## config.mk

```make
export PLATFORM = sky130hd
export DESIGN_NAME = msdf_dot_engine
export DESIGN_NICKNAME = d
export VERILOG_FILES = /design/src/rtl/msdf_ipu_pkg.sv /design/src/rtl/ipu_term_sum.sv /design/src/rtl/ipu_residual.sv /design/src/rtl/ipu_seq_ctrl.sv /design/src/rtl/msdf_dot_engine.sv
export SDC_FILE = /design/constraint.sdc
export NUM_CORES = 1
export LEC_CHECK = 0
export ABC_AREA = 1
export BUFFER_PORTS_ARGS = -buffer_cell sky130_fd_sc_hd__buf_2
export CORE_ASPECT_RATIO = 1.75
export CORE_MARGIN = 2
export CORE_UTILIZATION = 55
export CTS_BUF_LIST = sky130_fd_sc_hd__clkbuf_8 sky130_fd_sc_hd__clkbuf_16
export CTS_CLUSTER_SIZE = 20
export DETAILED_ROUTE_END_ITERATION = 12
export PLACE_DENSITY = 0.75
export SLEW_MARGIN = 0
export SYNTH_ARGS = -nofsm -noshare
export SYNTH_HDL_FRONTEND = slang
export SYNTH_HIERARCHICAL = 1
export SYNTH_SLANG_ARGS = --single-unit
```

## constraint.sdc

```tcl
create_clock -name clk -period 13.3 [get_ports clk]
set_clock_uncertainty 0.15 [all_clocks]
set_input_delay 0.665 -clock clk [delete_from_list [all_inputs] [get_ports clk]]
set_output_delay 0.665 -clock clk [all_outputs]
set_load 0.02 [all_outputs]
```

## src/rtl/msdf_ipu_pkg.sv

```systemverilog
package msdf_ipu_pkg;

    localparam int ONLINE_DELAY = 2;
    localparam int MIN_PREC     = 2;
    localparam int MAX_PREC     = 7;
    localparam int PREC_W       = 3;

    typedef logic [1:0] sd_code_t;

    localparam sd_code_t SD_ZERO = 2'b00;
    localparam sd_code_t SD_POS  = 2'b10;
    localparam sd_code_t SD_NEG  = 2'b01;

    typedef enum logic [1:0] {
        PH_IDLE = 2'd0,
        PH_FILL = 2'd1,
        PH_EMIT = 2'd2
    } phase_e;

    typedef struct packed {
        logic accept;
        logic emit;
        logic last;
    } step_ctl_t;

    // Decode a signed digit; the illegal code reads as zero.
    function automatic logic signed [1:0] sd_decode(input sd_code_t c);
        case (c)
            SD_POS:  return 2'sd1;
            SD_NEG:  return -2'sd1;
            default: return 2'sd0;
        endcase
    endfunction

    function automatic sd_code_t sd_encode(input logic signed [1:0] d);
        if (d == 2'sd1)
            return SD_POS;
        else if (d == -2'sd1)
            return SD_NEG;
        else
            return SD_ZERO;
    endfunction

    function automatic logic [PREC_W-1:0] clamp_prec(input logic [PREC_W-1:0] p);
        if (p < PREC_W'(MIN_PREC))
            return PREC_W'(MIN_PREC);
        else
            return p;
    endfunction

endpackage

```

## src/rtl/ipu_term_sum.sv

```systemverilog
module ipu_term_sum
    import msdf_ipu_pkg::*;
#(
    parameter int N_LANES = 4,
    parameter int W_BITS  = 8,
    parameter int SW      = 13
) (
    input  logic [N_LANES*W_BITS-1:0] w_flat,
    input  logic [2*N_LANES-1:0]      digits,
    output logic signed [SW-1:0]      term
);

    logic signed [SW-1:0] part [N_LANES];

    for (genvar i = 0; i < N_LANES; i++) begin : g_lane
        logic signed [W_BITS-1:0] w_i;
        logic signed [SW-1:0]     w_x;
        logic signed [1:0]        d_i;

        assign w_i = w_flat[i*W_BITS +: W_BITS];
        assign w_x = w_i;
        assign d_i = sd_decode(digits[2*i +: 2]);

        always_comb begin
            if (d_i == 2'sd1)
                part[i] = w_x;
            else if (d_i == -2'sd1)
                part[i] = -w_x;
            else
                part[i] = '0;
        end
    end

    always_comb begin
        term = '0;
        for (int i = 0; i < N_LANES; i++)
            term = term + part[i];
    end

endmodule

```

## src/rtl/ipu_residual.sv

```systemverilog
module ipu_residual
    import msdf_ipu_pkg::*;
#(
    parameter int K  = 9,
    parameter int SW = K + ONLINE_DELAY + 2
) (
    input  logic                 clk,
    input  logic                 rst,
    input  logic                 clear,
    input  logic                 step,
    input  logic                 sel_en,
    input  logic signed [SW-1:0] term,
    output sd_code_t             z_code
);

    localparam int SHIFT = K + ONLINE_DELAY - 1;
    localparam int LW    = SW - SHIFT;
    localparam logic signed [SW-1:0] ONE   = SW'(2 ** (K + ONLINE_DELAY));
    localparam logic signed [SW-1:0] BOUND = SW'(3 * (2 ** K));
    localparam logic signed [LW-1:0] L_ONE  = LW'(1);
    localparam logic signed [LW-1:0] L_MONE = -LW'(1);

    logic signed [SW-1:0] resid;
    logic signed [SW-1:0] est;
    logic signed [SW-1:0] nxt;
    logic signed [LW-1:0] lead;
    logic signed [1:0]    zd;

    always_comb begin
        est  = (resid <<< 1) + term;
        lead = est[SW-1:SHIFT];
        zd   = 2'sd0;
        if (sel_en) begin
            if (lead >= L_ONE)
                zd = 2'sd1;
            else if (lead < L_MONE)
                zd = -2'sd1;
        end
        if (zd == 2'sd1)
            nxt = est - ONE;
        else if (zd == -2'sd1)
            nxt = est + ONE;
        else
            nxt = est;
    end

    assign z_code = sd_encode(zd);

    always_ff @(posedge clk) begin
        if (rst || clear)
            resid <= '0;
        else if (step)
            resid <= nxt;
    end

    AST_RESID_BOUND: assert property (@(posedge clk) disable iff (rst)
        (resid <= BOUND) && (resid >= -BOUND)) else $error("residual out of bound");

endmodule

```

## src/rtl/ipu_seq_ctrl.sv

```systemverilog
module ipu_seq_ctrl
    import msdf_ipu_pkg::*;
#(
    parameter int CW = 4
) (
    input  logic              clk,
    input  logic              rst,
    input  logic              start,
    input  logic              act_valid,
    input  logic [PREC_W-1:0] prec_in,
    output step_ctl_t         ctl
);

    phase_e            phase;
    logic [CW-1:0]     cnt;
    logic [PREC_W-1:0] prec_l;
    logic [CW-1:0]     cnt_inc;
    logic [CW-1:0]     target;

    always_comb begin
        cnt_inc    = cnt + CW'(1);
        target     = CW'(prec_l) + CW'(ONLINE_DELAY);
        ctl.accept = (phase != PH_IDLE) && act_valid && !start;
        ctl.emit   = ctl.accept && (phase == PH_EMIT);
        ctl.last   = ctl.emit && (cnt_inc == target);
    end

    always_ff @(posedge clk) begin
        if (rst) begin
            phase  <= PH_IDLE;
            cnt    <= '0;
            prec_l <= PREC_W'(MIN_PREC);
        end else if (start) begin
            phase  <= PH_FILL;
            cnt    <= '0;
            prec_l <= clamp_prec(prec_in);
        end else if (ctl.accept) begin
            cnt <= cnt_inc;
            if (ctl.last)
                phase <= PH_IDLE;
            else if ((phase == PH_FILL) && (cnt_inc == CW'(ONLINE_DELAY)))
                phase <= PH_EMIT;
        end
    end

    AST_CNT_LIMIT: assert property (@(posedge clk) disable iff (rst)
        (phase != PH_IDLE) |-> (cnt < target)) else $error("digit count past run length");
    AST_PREC_FLOOR: assert property (@(posedge clk) disable iff (rst)
        prec_l >= PREC_W'(MIN_PREC)) else $error("latched precision below floor");

endmodule

```

## src/rtl/msdf_dot_engine.sv

```systemverilog
module msdf_dot_engine
    import msdf_ipu_pkg::*;
#(
    parameter int N_LANES = 4,
    parameter int W_BITS  = 8
) (
    input  logic                      clk,
    input  logic                      rst,
    input  logic                      start,
    input  logic [2:0]                prec,
    input  logic [N_LANES*W_BITS-1:0] weights,
    input  logic                      act_valid,
    input  logic [2*N_LANES-1:0]      act_digits,
    output logic                      res_valid,
    output logic [1:0]                res_digit,
    output logic                      done
);

    localparam int LOGN = $clog2(N_LANES);
    localparam int K    = LOGN + W_BITS - 1;
    localparam int SW   = K + ONLINE_DELAY + 2;
    localparam int CW   = $clog2(MAX_PREC + ONLINE_DELAY + 1);

    logic [N_LANES*W_BITS-1:0] w_lat;
    logic signed [SW-1:0]      term;
    sd_code_t                  z_code;
    step_ctl_t                 ctl;

    always_ff @(posedge clk) begin
        if (rst)
            w_lat <= '0;
        else if (start)
            w_lat <= weights;
    end

    ipu_seq_ctrl #(.CW(CW)) u_ctrl (
        .clk       (clk),
        .rst       (rst),
        .start     (start),
        .act_valid (act_valid),
        .prec_in   (prec),
        .ctl       (ctl)
    );

    ipu_term_sum #(.N_LANES(N_LANES), .W_BITS(W_BITS), .SW(SW)) u_terms (
        .w_flat (w_lat),
        .digits (act_digits),
        .term   (term)
    );

    ipu_residual #(.K(K), .SW(SW)) u_resid (
        .clk    (clk),
        .rst    (rst),
        .clear  (start),
        .step   (ctl.accept),
        .sel_en (ctl.emit),
        .term   (term),
        .z_code (z_code)
    );

    always_ff @(posedge clk) begin
        if (rst) begin
            res_valid <= 1'b0;
            res_digit <= SD_ZERO;
            done      <= 1'b0;
        end else begin
            res_valid <= ctl.emit;
            res_digit <= ctl.emit ? z_code : SD_ZERO;
            done      <= ctl.last;
        end
    end

    AST_DIGIT_LEGAL: assert property (@(posedge clk) disable iff (rst)
        res_digit != 2'b11) else $error("illegal output digit");
    AST_IDLE_DIGIT_ZERO: assert property (@(posedge clk) disable iff (rst)
        !res_valid |-> (res_digit == SD_ZERO)) else $error("digit without valid");
    AST_VALID_NEEDS_INPUT: assert property (@(posedge clk) disable iff (rst)
        res_valid |-> ($past(act_valid) && !$past(start))) else $error("output without input");
    AST_DONE_WITH_VALID: assert property (@(posedge clk) disable iff (rst)
        done |-> res_valid) else $error("done without digit");
    AST_HALT_AFTER_DONE: assert property (@(posedge clk) disable iff (rst)
        done |=> !res_valid) else $error("output after done");

endmodule

```

-- After elaboration in Yosys (flattened, before gate mapping)
Cells that the tools add are included.
- register bits: 57
- bits in latches: 0
- RAM bits: 0
- ROM bits: 0
- input bits: 47
- output and inout bits: 4
- memories kept: 0
- $add $sub $neg: 12
- $mul: 0
- div/mod/pow operators: 0
- magnitude comparators: 3
- eq/ne operators: 22
- shifts and indexed selects: 0
- mux-type cells: 24
- bitwise logic cells: 1
- reduce and logical (&&, ||, !) cells: 16
- operators by type and width (cell ; number):
    $mux W13 ; 8
    $add A13 B13 Y13 ; 4
    $neg A8 Y13 ; 4
    $mux W12 ; 2
    $eq A2 B1 Y1 const B ; 10
    $eq A2 B2 Y1 const B ; 10
    $pmux W2 S2 ; 4
    $add A12 B12 Y12 const B ; 1
    $mux W2 ; 6
    $sub A12 B12 Y12 const B ; 1
    $reduce_bool A2 Y1 ; 3
    $logic_and A1 B1 Y1 ; 5
    $add A3 B2 Y4 const B ; 1
    $add A4 B1 Y4 const B ; 1
    $eq A4 B2 Y1 const B ; 1
    $eq A4 B4 Y1 ; 1
    $reduce_and A2 Y1 ; 2
    $reduce_or A2 Y1 ; 2
    $ge A3 B2 Y1 const B ; 1
    $lt A3 B1 Y1 const B ; 1
    $lt A3 B2 Y1 const B ; 1
    $mux W1 ; 3
    $mux W3 ; 1
    $reduce_bool A3 Y1 ; 1
    4 further kinds ; 4

-- Depth between registers and ports, before layout
- depth after elaboration: 16
- gate-level depth with buffers: 33
- mapped depth without buffers: 33

-- Cells and area by module
The synthesis kept the hierarchy.
- modules (own cells, without submodules) (module ; instances ; cells each ; area an instance (µm²) ; seq. area each (µm²)):
    ipu_term_sum ; 1 ; 366 ; 2237.1 ; 0.0
    msdf_dot_engine ; 1 ; 213 ; 1732.9 ; 720.7
    ipu_residual ; 1 ; 182 ; 1193.6 ; 240.2
    ipu_seq_ctrl ; 1 ; 78 ; 515.5 ; 180.2

-- Least setup slack after synthesis
Ideal clock, no wire load.
- path type: input -> register
- start: input port act_digits[4]
- end: register u_resid.resid[11]
- setup time: 0.066 ns
- data arrival time: 4.661 ns
- required time: 13.084 ns
- setup slack: 8.422 ns
- stages: 30
- buffers on the path: 0
- path through: inv_1 nand2_2 inv_1 nor2_1 inv_1 o21ai_0 a21oi_1 fa_1 inv_1 fa_1 inv_1 ha_1 a21oi_1 o21ai_1 a21oi_1 nor2_1 nor2_1 xnor2_1 ha_1 nand2_1 inv_1 a21oi_1 nand4_1 nand2_2 inv_2 nand2_2 nand2_1 nand2_1 nand2_1 a21oi_2
- longest elaborated chain between the ends: 15
- elaborated cells on any way between the ends: 21
- RTL lines (what ; RTL line ; RTL):
    start: declaration ; msdf_dot_engine.sv:13 ; input logic [2*N_LANES-1:0] act_digits,
    $eq A2 B1 Y1 or $eq A2 B2 Y1 (tied branches) ; msdf_ipu_pkg.sv:28 ; case (c)
    $pmux W2 S2 * ; msdf_ipu_pkg.sv:28 ;
    $eq A2 B1 Y1 ; ipu_term_sum.sv:27 ; else if (d_i == -2'sd1)
    $mux W13 ; ipu_term_sum.sv:27 ;
    $mux W13 * ; ipu_term_sum.sv:25 ; if (d_i == 2'sd1)
    $add A13 B13 Y13 * (2 in series) ; ipu_term_sum.sv:37 ; term = term + part[i];
    net term[10] ; msdf_dot_engine.sv:25 ; logic signed [SW-1:0] term;
    $add A13 B13 Y13 * ; ipu_residual.sv:30 ; est = (resid <<< 1) + term;
    $lt A3 B1 Y1 ; ipu_residual.sv:36 ; else if (lead < L_MONE)
    $mux W2 ; ipu_residual.sv:36 ;
    $mux W2 ; ipu_residual.sv:34 ; if (lead >= L_ONE)
    $mux W2 ; ipu_residual.sv:33 ; if (sel_en) begin
    $eq A2 B1 Y1 ; ipu_residual.sv:41 ; else if (zd == -2'sd1)
    $mux W12 ; ipu_residual.sv:41 ;
    $mux W12 * ; ipu_residual.sv:39 ; if (zd == 2'sd1)
    end signal: assignment ; ipu_residual.sv:53 ; resid <= nxt;
    end: declaration ; ipu_residual.sv:23 ; logic signed [SW-1:0] resid;
Mark *: on every way through the listed nets, which the timed path passes. The rest lies on a longest branch.
A chain may end at the register's enable or synchronous reset.

-- Worst setup path after layout
- start: register w_lat[26]
- end: register u_resid.resid[11]
- longest elaborated chain between the ends: 12
- elaborated cells on any way between the ends: 16
- RTL lines (what ; RTL line ; RTL):
    start: declaration ; msdf_dot_engine.sv:24 ; logic [N_LANES*W_BITS-1:0] w_lat;
    start signal: assignment ; msdf_dot_engine.sv:33 ; w_lat <= weights;
    $neg A8 Y13 ; ipu_term_sum.sv:28 ; part[i] = -w_x;
    $mux W13 ; ipu_term_sum.sv:27 ;
    $mux W13 * ; ipu_term_sum.sv:25 ;
    $add A13 B13 Y13 * ; ipu_term_sum.sv:37 ;
    net term[10] ; msdf_dot_engine.sv:25 ;
    $add A13 B13 Y13 * ; ipu_residual.sv:30 ;
    $lt A3 B1 Y1 ; ipu_residual.sv:36 ;
    $mux W2 ; ipu_residual.sv:36 ;
    $mux W2 ; ipu_residual.sv:34 ;
    $mux W2 ; ipu_residual.sv:33 ;
    $eq A2 B1 Y1 ; ipu_residual.sv:41 ;
    $mux W12 ; ipu_residual.sv:41 ;
    $mux W12 * ; ipu_residual.sv:39 ;
Marks and branches as above.

==> metrics.txt <==
# TYPE chip_impl_metric gauge
chip_impl_metric{name="floorplan.die.width",unit="um"} 80.8
chip_impl_metric{name="wire_length_on_met2",unit="mm"} 7.38
chip_impl_metric{name="route.met3.wl",unit="um"} 293
chip_impl_metric{name="grt.total_usage",unit=""} 0.240
chip_impl_metric{name="r2r_setup_slack",unit="ps"} 7800
chip_impl_metric{name="fillerInstances",unit=""} 998
chip_impl_info{name="tritoncts",value="yes"} 1
chip_impl_metric{name="wl_per_cell",unit="um"} 12.3
chip_impl_metric{name="synth_edf_count",unit=""} 0
chip_impl_metric{name="synth_seq_area_share",unit=""} 0.201
chip_impl_metric{name="area_of_the_multi_input_gates",unit="sq um"} 3680
chip_impl_metric{name="final_min_period_over_clock_period",unit=""} 0.413
chip_impl_metric{name="route.final.wire_length",unit="mm"} 12.6
chip_impl_metric{name="worst-endpoint-arrival",unit="ps"} 5620
chip_impl_info{name="crit_path_frequent_cell",value="nand2_1"} 1
chip_impl_metric{name="p_seq_frac",unit=""} 0.218
chip_impl_metric{name="irDropWorstVdd",unit="mV"} 0.0819
chip_impl_metric{name="period_needed",unit="ps"} 5500
chip_impl_metric{name="share_comb_of_total_power",unit=""} 0.465
chip_impl_metric{name="grt_first_pass_wirelength",unit="mm"} 21.2
chip_impl_metric{name="ff2ff_path_depth",unit=""} 28
chip_impl_metric{name="first_global_vias",unit=""} 4894
chip_impl_metric{name="synth.lib_cells_used.distinct",unit=""} 46
chip_impl_metric{name="die_height",unit="um"} 138
chip_impl_info{name="crit-reg2reg-capture",value="u_resid/resid[11]"} 1
chip_impl_metric{name="cts_clk_pin_slew_worst_paths",unit="ps"} 70
chip_impl_metric{name="drt_pass1_iterations",unit=""} 4
chip_impl_metric{name="dp.final_hpwl",unit="mm"} 10.1
chip_impl_metric{name="syn-instance-count",unit=""} 839
chip_impl_metric{name="postCtsSetupRepairBufs",unit=""} 0
chip_impl_metric{name="total_leakage_power",unit="nW"} 3.40
chip_impl_metric{name="nNetsFinal",unit=""} 992
chip_impl_metric{name="worstHoldPathCells",unit=""} 2
chip_impl_metric{name="num_io_pins",unit=""} 51
chip_impl_metric{name="cts.sinks",unit=""} 57
chip_impl_metric{name="residual_overflow_from_global_routing",unit=""} 0
chip_impl_metric{name="design.die.area",unit="sq um"} 11200
chip_impl_info{name="synth_commonest_cells",value="164 x inv_1, 141 x nand2_1, 91 x nor2_1"} 1
chip_impl_metric{name="fp-row-count",unit=""} 49
chip_impl_metric{name="hold_viol_final",unit=""} 0
chip_impl_metric{name="postSynthAreaPerCell",unit="sq um"} 6.77
chip_impl_metric{name="detail_route.drc_violations",unit=""} 0
chip_impl_metric{name="power_density",unit="nW/um^2"} 137
chip_impl_info{name="ctsRootBufferMaster",value="clkbuf_16"} 1
chip_impl_metric{name="postCtsHoldBufs",unit=""} 0
chip_impl_metric{name="fin_tns_setup",unit="ps"} 0
chip_impl_metric{name="drt-met1-wl",unit="mm"} 4.48
chip_impl_metric{name="max_freq",unit="MHz"} 182
chip_impl_info{name="dominantRegCellSynth",value="dfxtp_1"} 1
chip_impl_metric{name="setup_viol",unit=""} 0
chip_impl_info{name="top_layer_used",value="met4"} 1
chip_impl_metric{name="cp.required",unit="ps"} 13430
chip_impl_metric{name="slew_headroom",unit=""} 0.420
chip_impl_info{name="hold_path_endpoint",value="u_ctrl/prec_l[2]"} 1
chip_impl_info{name="worstHoldStart",value="u_ctrl/prec_l[2]"} 1
chip_impl_metric{name="drt_first_iter_violations",unit=""} 175
chip_impl_info{name="setup.worst_path.start_class",value="register"} 1
chip_impl_metric{name="area.growth.synth_to_final",unit="%"} 10.7
chip_impl_metric{name="p_clk_frac",unit=""} 0.318
chip_impl_info{name="yosys.area.top_type",value="dfxtp_1"} 1
chip_impl_metric{name="n_antenna_cell",unit=""} 0
chip_impl_metric{name="synth-async-reset-ratio",unit=""} 0
chip_impl_info{name="slowest_cell_on_the_critical_path",value="fa_1"} 1
chip_impl_metric{name="cts-resized-gates",unit=""} 0
chip_impl_info{name="timing_worst_setup_path_type",value="reg -> reg"} 1
chip_impl_metric{name="initial_utilization",unit=""} 0.558
chip_impl_metric{name="cp_slowest_stage_delay",unit="ps"} 580
chip_impl_metric{name="synth-seq-cells",unit=""} 57
chip_impl_metric{name="detailedPlace.worstSlack",unit="ps"} 7770
chip_impl_info{name="synth.most_common_cell",value="inv_1"} 1
chip_impl_info{name="critPathCaptureType",value="register"} 1
chip_impl_metric{name="clock_latency",unit="ps"} 340
chip_impl_metric{name="vias_per_cell",unit=""} 5.00
chip_impl_metric{name="maximum_number_of_pins_on_one_net_before_global_route_repair",unit=""} 70
chip_impl_metric{name="maxCapViolations",unit=""} 0
chip_impl_metric{name="timing.final.max_slew_violations",unit=""} 0
chip_impl_metric{name="clk_path_buf_depth",unit=""} 2
chip_impl_metric{name="synth_cell_area",unit="sq um"} 5680
chip_impl_metric{name="cp_max_fo",unit=""} 6
chip_impl_metric{name="seq_area",unit="sq um"} 1140
chip_impl_metric{name="p_sw_frac",unit=""} 0.408
chip_impl_info{name="grt_setup_unrepaired",value="false"} 1
chip_impl_metric{name="layout-drive-gt1-share",unit=""} 0.255
chip_impl_info{name="hold_path_class",value="reg -> reg"} 1
chip_impl_metric{name="yosys_warnings",unit=""} 6
chip_impl_metric{name="power_report.internal_total",unit="W"} 0.000512
chip_impl_info{name="run_status",value="complete, no violations"} 1
chip_impl_metric{name="vias",unit=""} 5111
chip_impl_metric{name="postLayoutSetupSlackWorst",unit="ps"} 7800
chip_impl_metric{name="p_sw",unit="W"} 0.000352
chip_impl_metric{name="final_antenna_net_count",unit=""} 0
chip_impl_metric{name="placement.io_buffers",unit=""} 50
chip_impl_metric{name="syn_nets",unit=""} 941
chip_impl_metric{name="coreArea",unit="sq um"} 10200
chip_impl_metric{name="yosysTopAreaCellShare",unit=""} 0.201
chip_impl_info{name="reg2reg_from",value="w_lat[26]"} 1
chip_impl_metric{name="antenna_violations_before_repair",unit=""} 0
chip_impl_metric{name="tightestPinTransition",unit="ps"} 870
chip_impl_metric{name="numCtsBuffers",unit=""} 9
chip_impl_metric{name="gpl.final_weighted_congestion",unit=""} 0.924
chip_impl_info{name="synth.area.top_cells",value="dfxtp_1 20%, inv_1 11%, nand2_1 9.3%"} 1
chip_impl_metric{name="htree_levels",unit=""} 3
final cells by class:
| cell class | instances | area share |
|---|---|---|
| well taps | 127 | 0.0253 |
| repair buffers | 51 | 0.0410 |
| clock buffers | 9 | 0.0358 |
| multi-input cells | 585 | 0.585 |
| inverters | 186 | 0.111 |
| clock inverters | 7 | 0.0199 |
| flip-flops and latches | 57 | 0.182 |
cell usage in the layout, fill, tap and decap left out, types with 5 or more instances in the layout:
cell	Yosys	routed
fa_1	25	25
nand2_2	74	74
a21oi_1	30	30
buf_2	0	50
nand3_1	27	27
nand4_1	7	7
inv_2	22	22
xor2_1	14	14
o21ai_0	35	35
nor3_1	6	6
xnor2_1	10	10
nand3_2	5	5
inv_1	164	164
dfxtp_1	57	57
nor2_4	6	6
nor2_2	43	43
o22ai_1	5	5
ha_1	30	30
nor2_1	91	91
nand2_1	141	141
clkbuf_16	0	9
flip-flops by register name, indices dropped and copies added (netlist names):
name           flops
u_resid/resid     12
u_ctrl/cnt         4
w_lat             32
res_valid          1
done               1
u_ctrl/phase       2
res_digit          2
u_ctrl/prec_l      3
metrics by stage:
stage               utilization  instance area [sq um]  hold WS, ps  cells  total power (W)
global route              0.618                   6280          347   1022         0.000929
global placement          0.583                   5930          297   1006         0.000584
detailed placement        0.583                   5930          301   1006         0.000589
finish                    0.618                   6280          309   1022         0.000864
floorplan                     -                   5680          280    839         0.000515
CTS                       0.618                   6280          313   1022         0.000867
metal layers:
| layer | vias up | global-route usage |
|---|---|---|
| met5 | - | 0 |
| met4 | 0 | 0.104 |
| met3 | 26 | 0.0418 |
| met2 | 95 | 0.472 |
| met1 | 2331 | 0.229 |
| li1 | 2659 | - |
cells by family after synthesis:
group                    count (synthesis)  share of synthesized area
XOR/XNOR                                24                     0.0370
AO/OA/AOI/OAI                           92                     0.0925
AND/OR/NAND/NOR                        414                      0.364
flip-flops                              57                      0.201
adder cells (fa/ha/maj)                 55                      0.154
buffers and inverters                  197                      0.151
how the worst max path moves through the flow:
stage | startpoint | endpoint | slack, ps | depth (start not counted)
2_1_floorplan | act_digits[4] | u_resid/resid[11] | 8420 | 30
3_3_place_gp | act_digits[5] | u_resid/resid[11] | 7840 | 29
3_5_place_dp | act_digits[5] | u_resid/resid[11] | 7770 | 30
4_1_cts | w_lat[26] | u_resid/resid[11] | 7860 | 28
5_1_grt | w_lat[26] | u_resid/resid[11] | 7290 | 27
6_report | w_lat[26] | u_resid/resid[11] | 7800 | 28
power by group through the flow:
stage / sequential, W / combinational (W) / clock (W)
after floorplan: 0.000189 / 0.000326 / 0
after global placement: 0.000191 / 0.000392 / 0
after detailed placement: 0.000191 / 0.000398 / 0
after CTS: 0.000188 / 0.000401 / 0.000278
after global routing: 0.000189 / 0.000454 / 0.000286
final: 0.000188 / 0.000401 / 0.000274
critical path, delay by kind of cell, from the launching register on:
kind / cells / cell delay [ps]
adders and majority gates: 4 / 1810
xor gates and xnor gates: 1 / 160
AOI/OAI and AO/OA: 7 / 1280
and+or+nand+nor: 14 / 1630
DFF: 1 / 330
buffers and inverters: 2 / 90
Note: power is estimated with default switching activity, not from simulation.
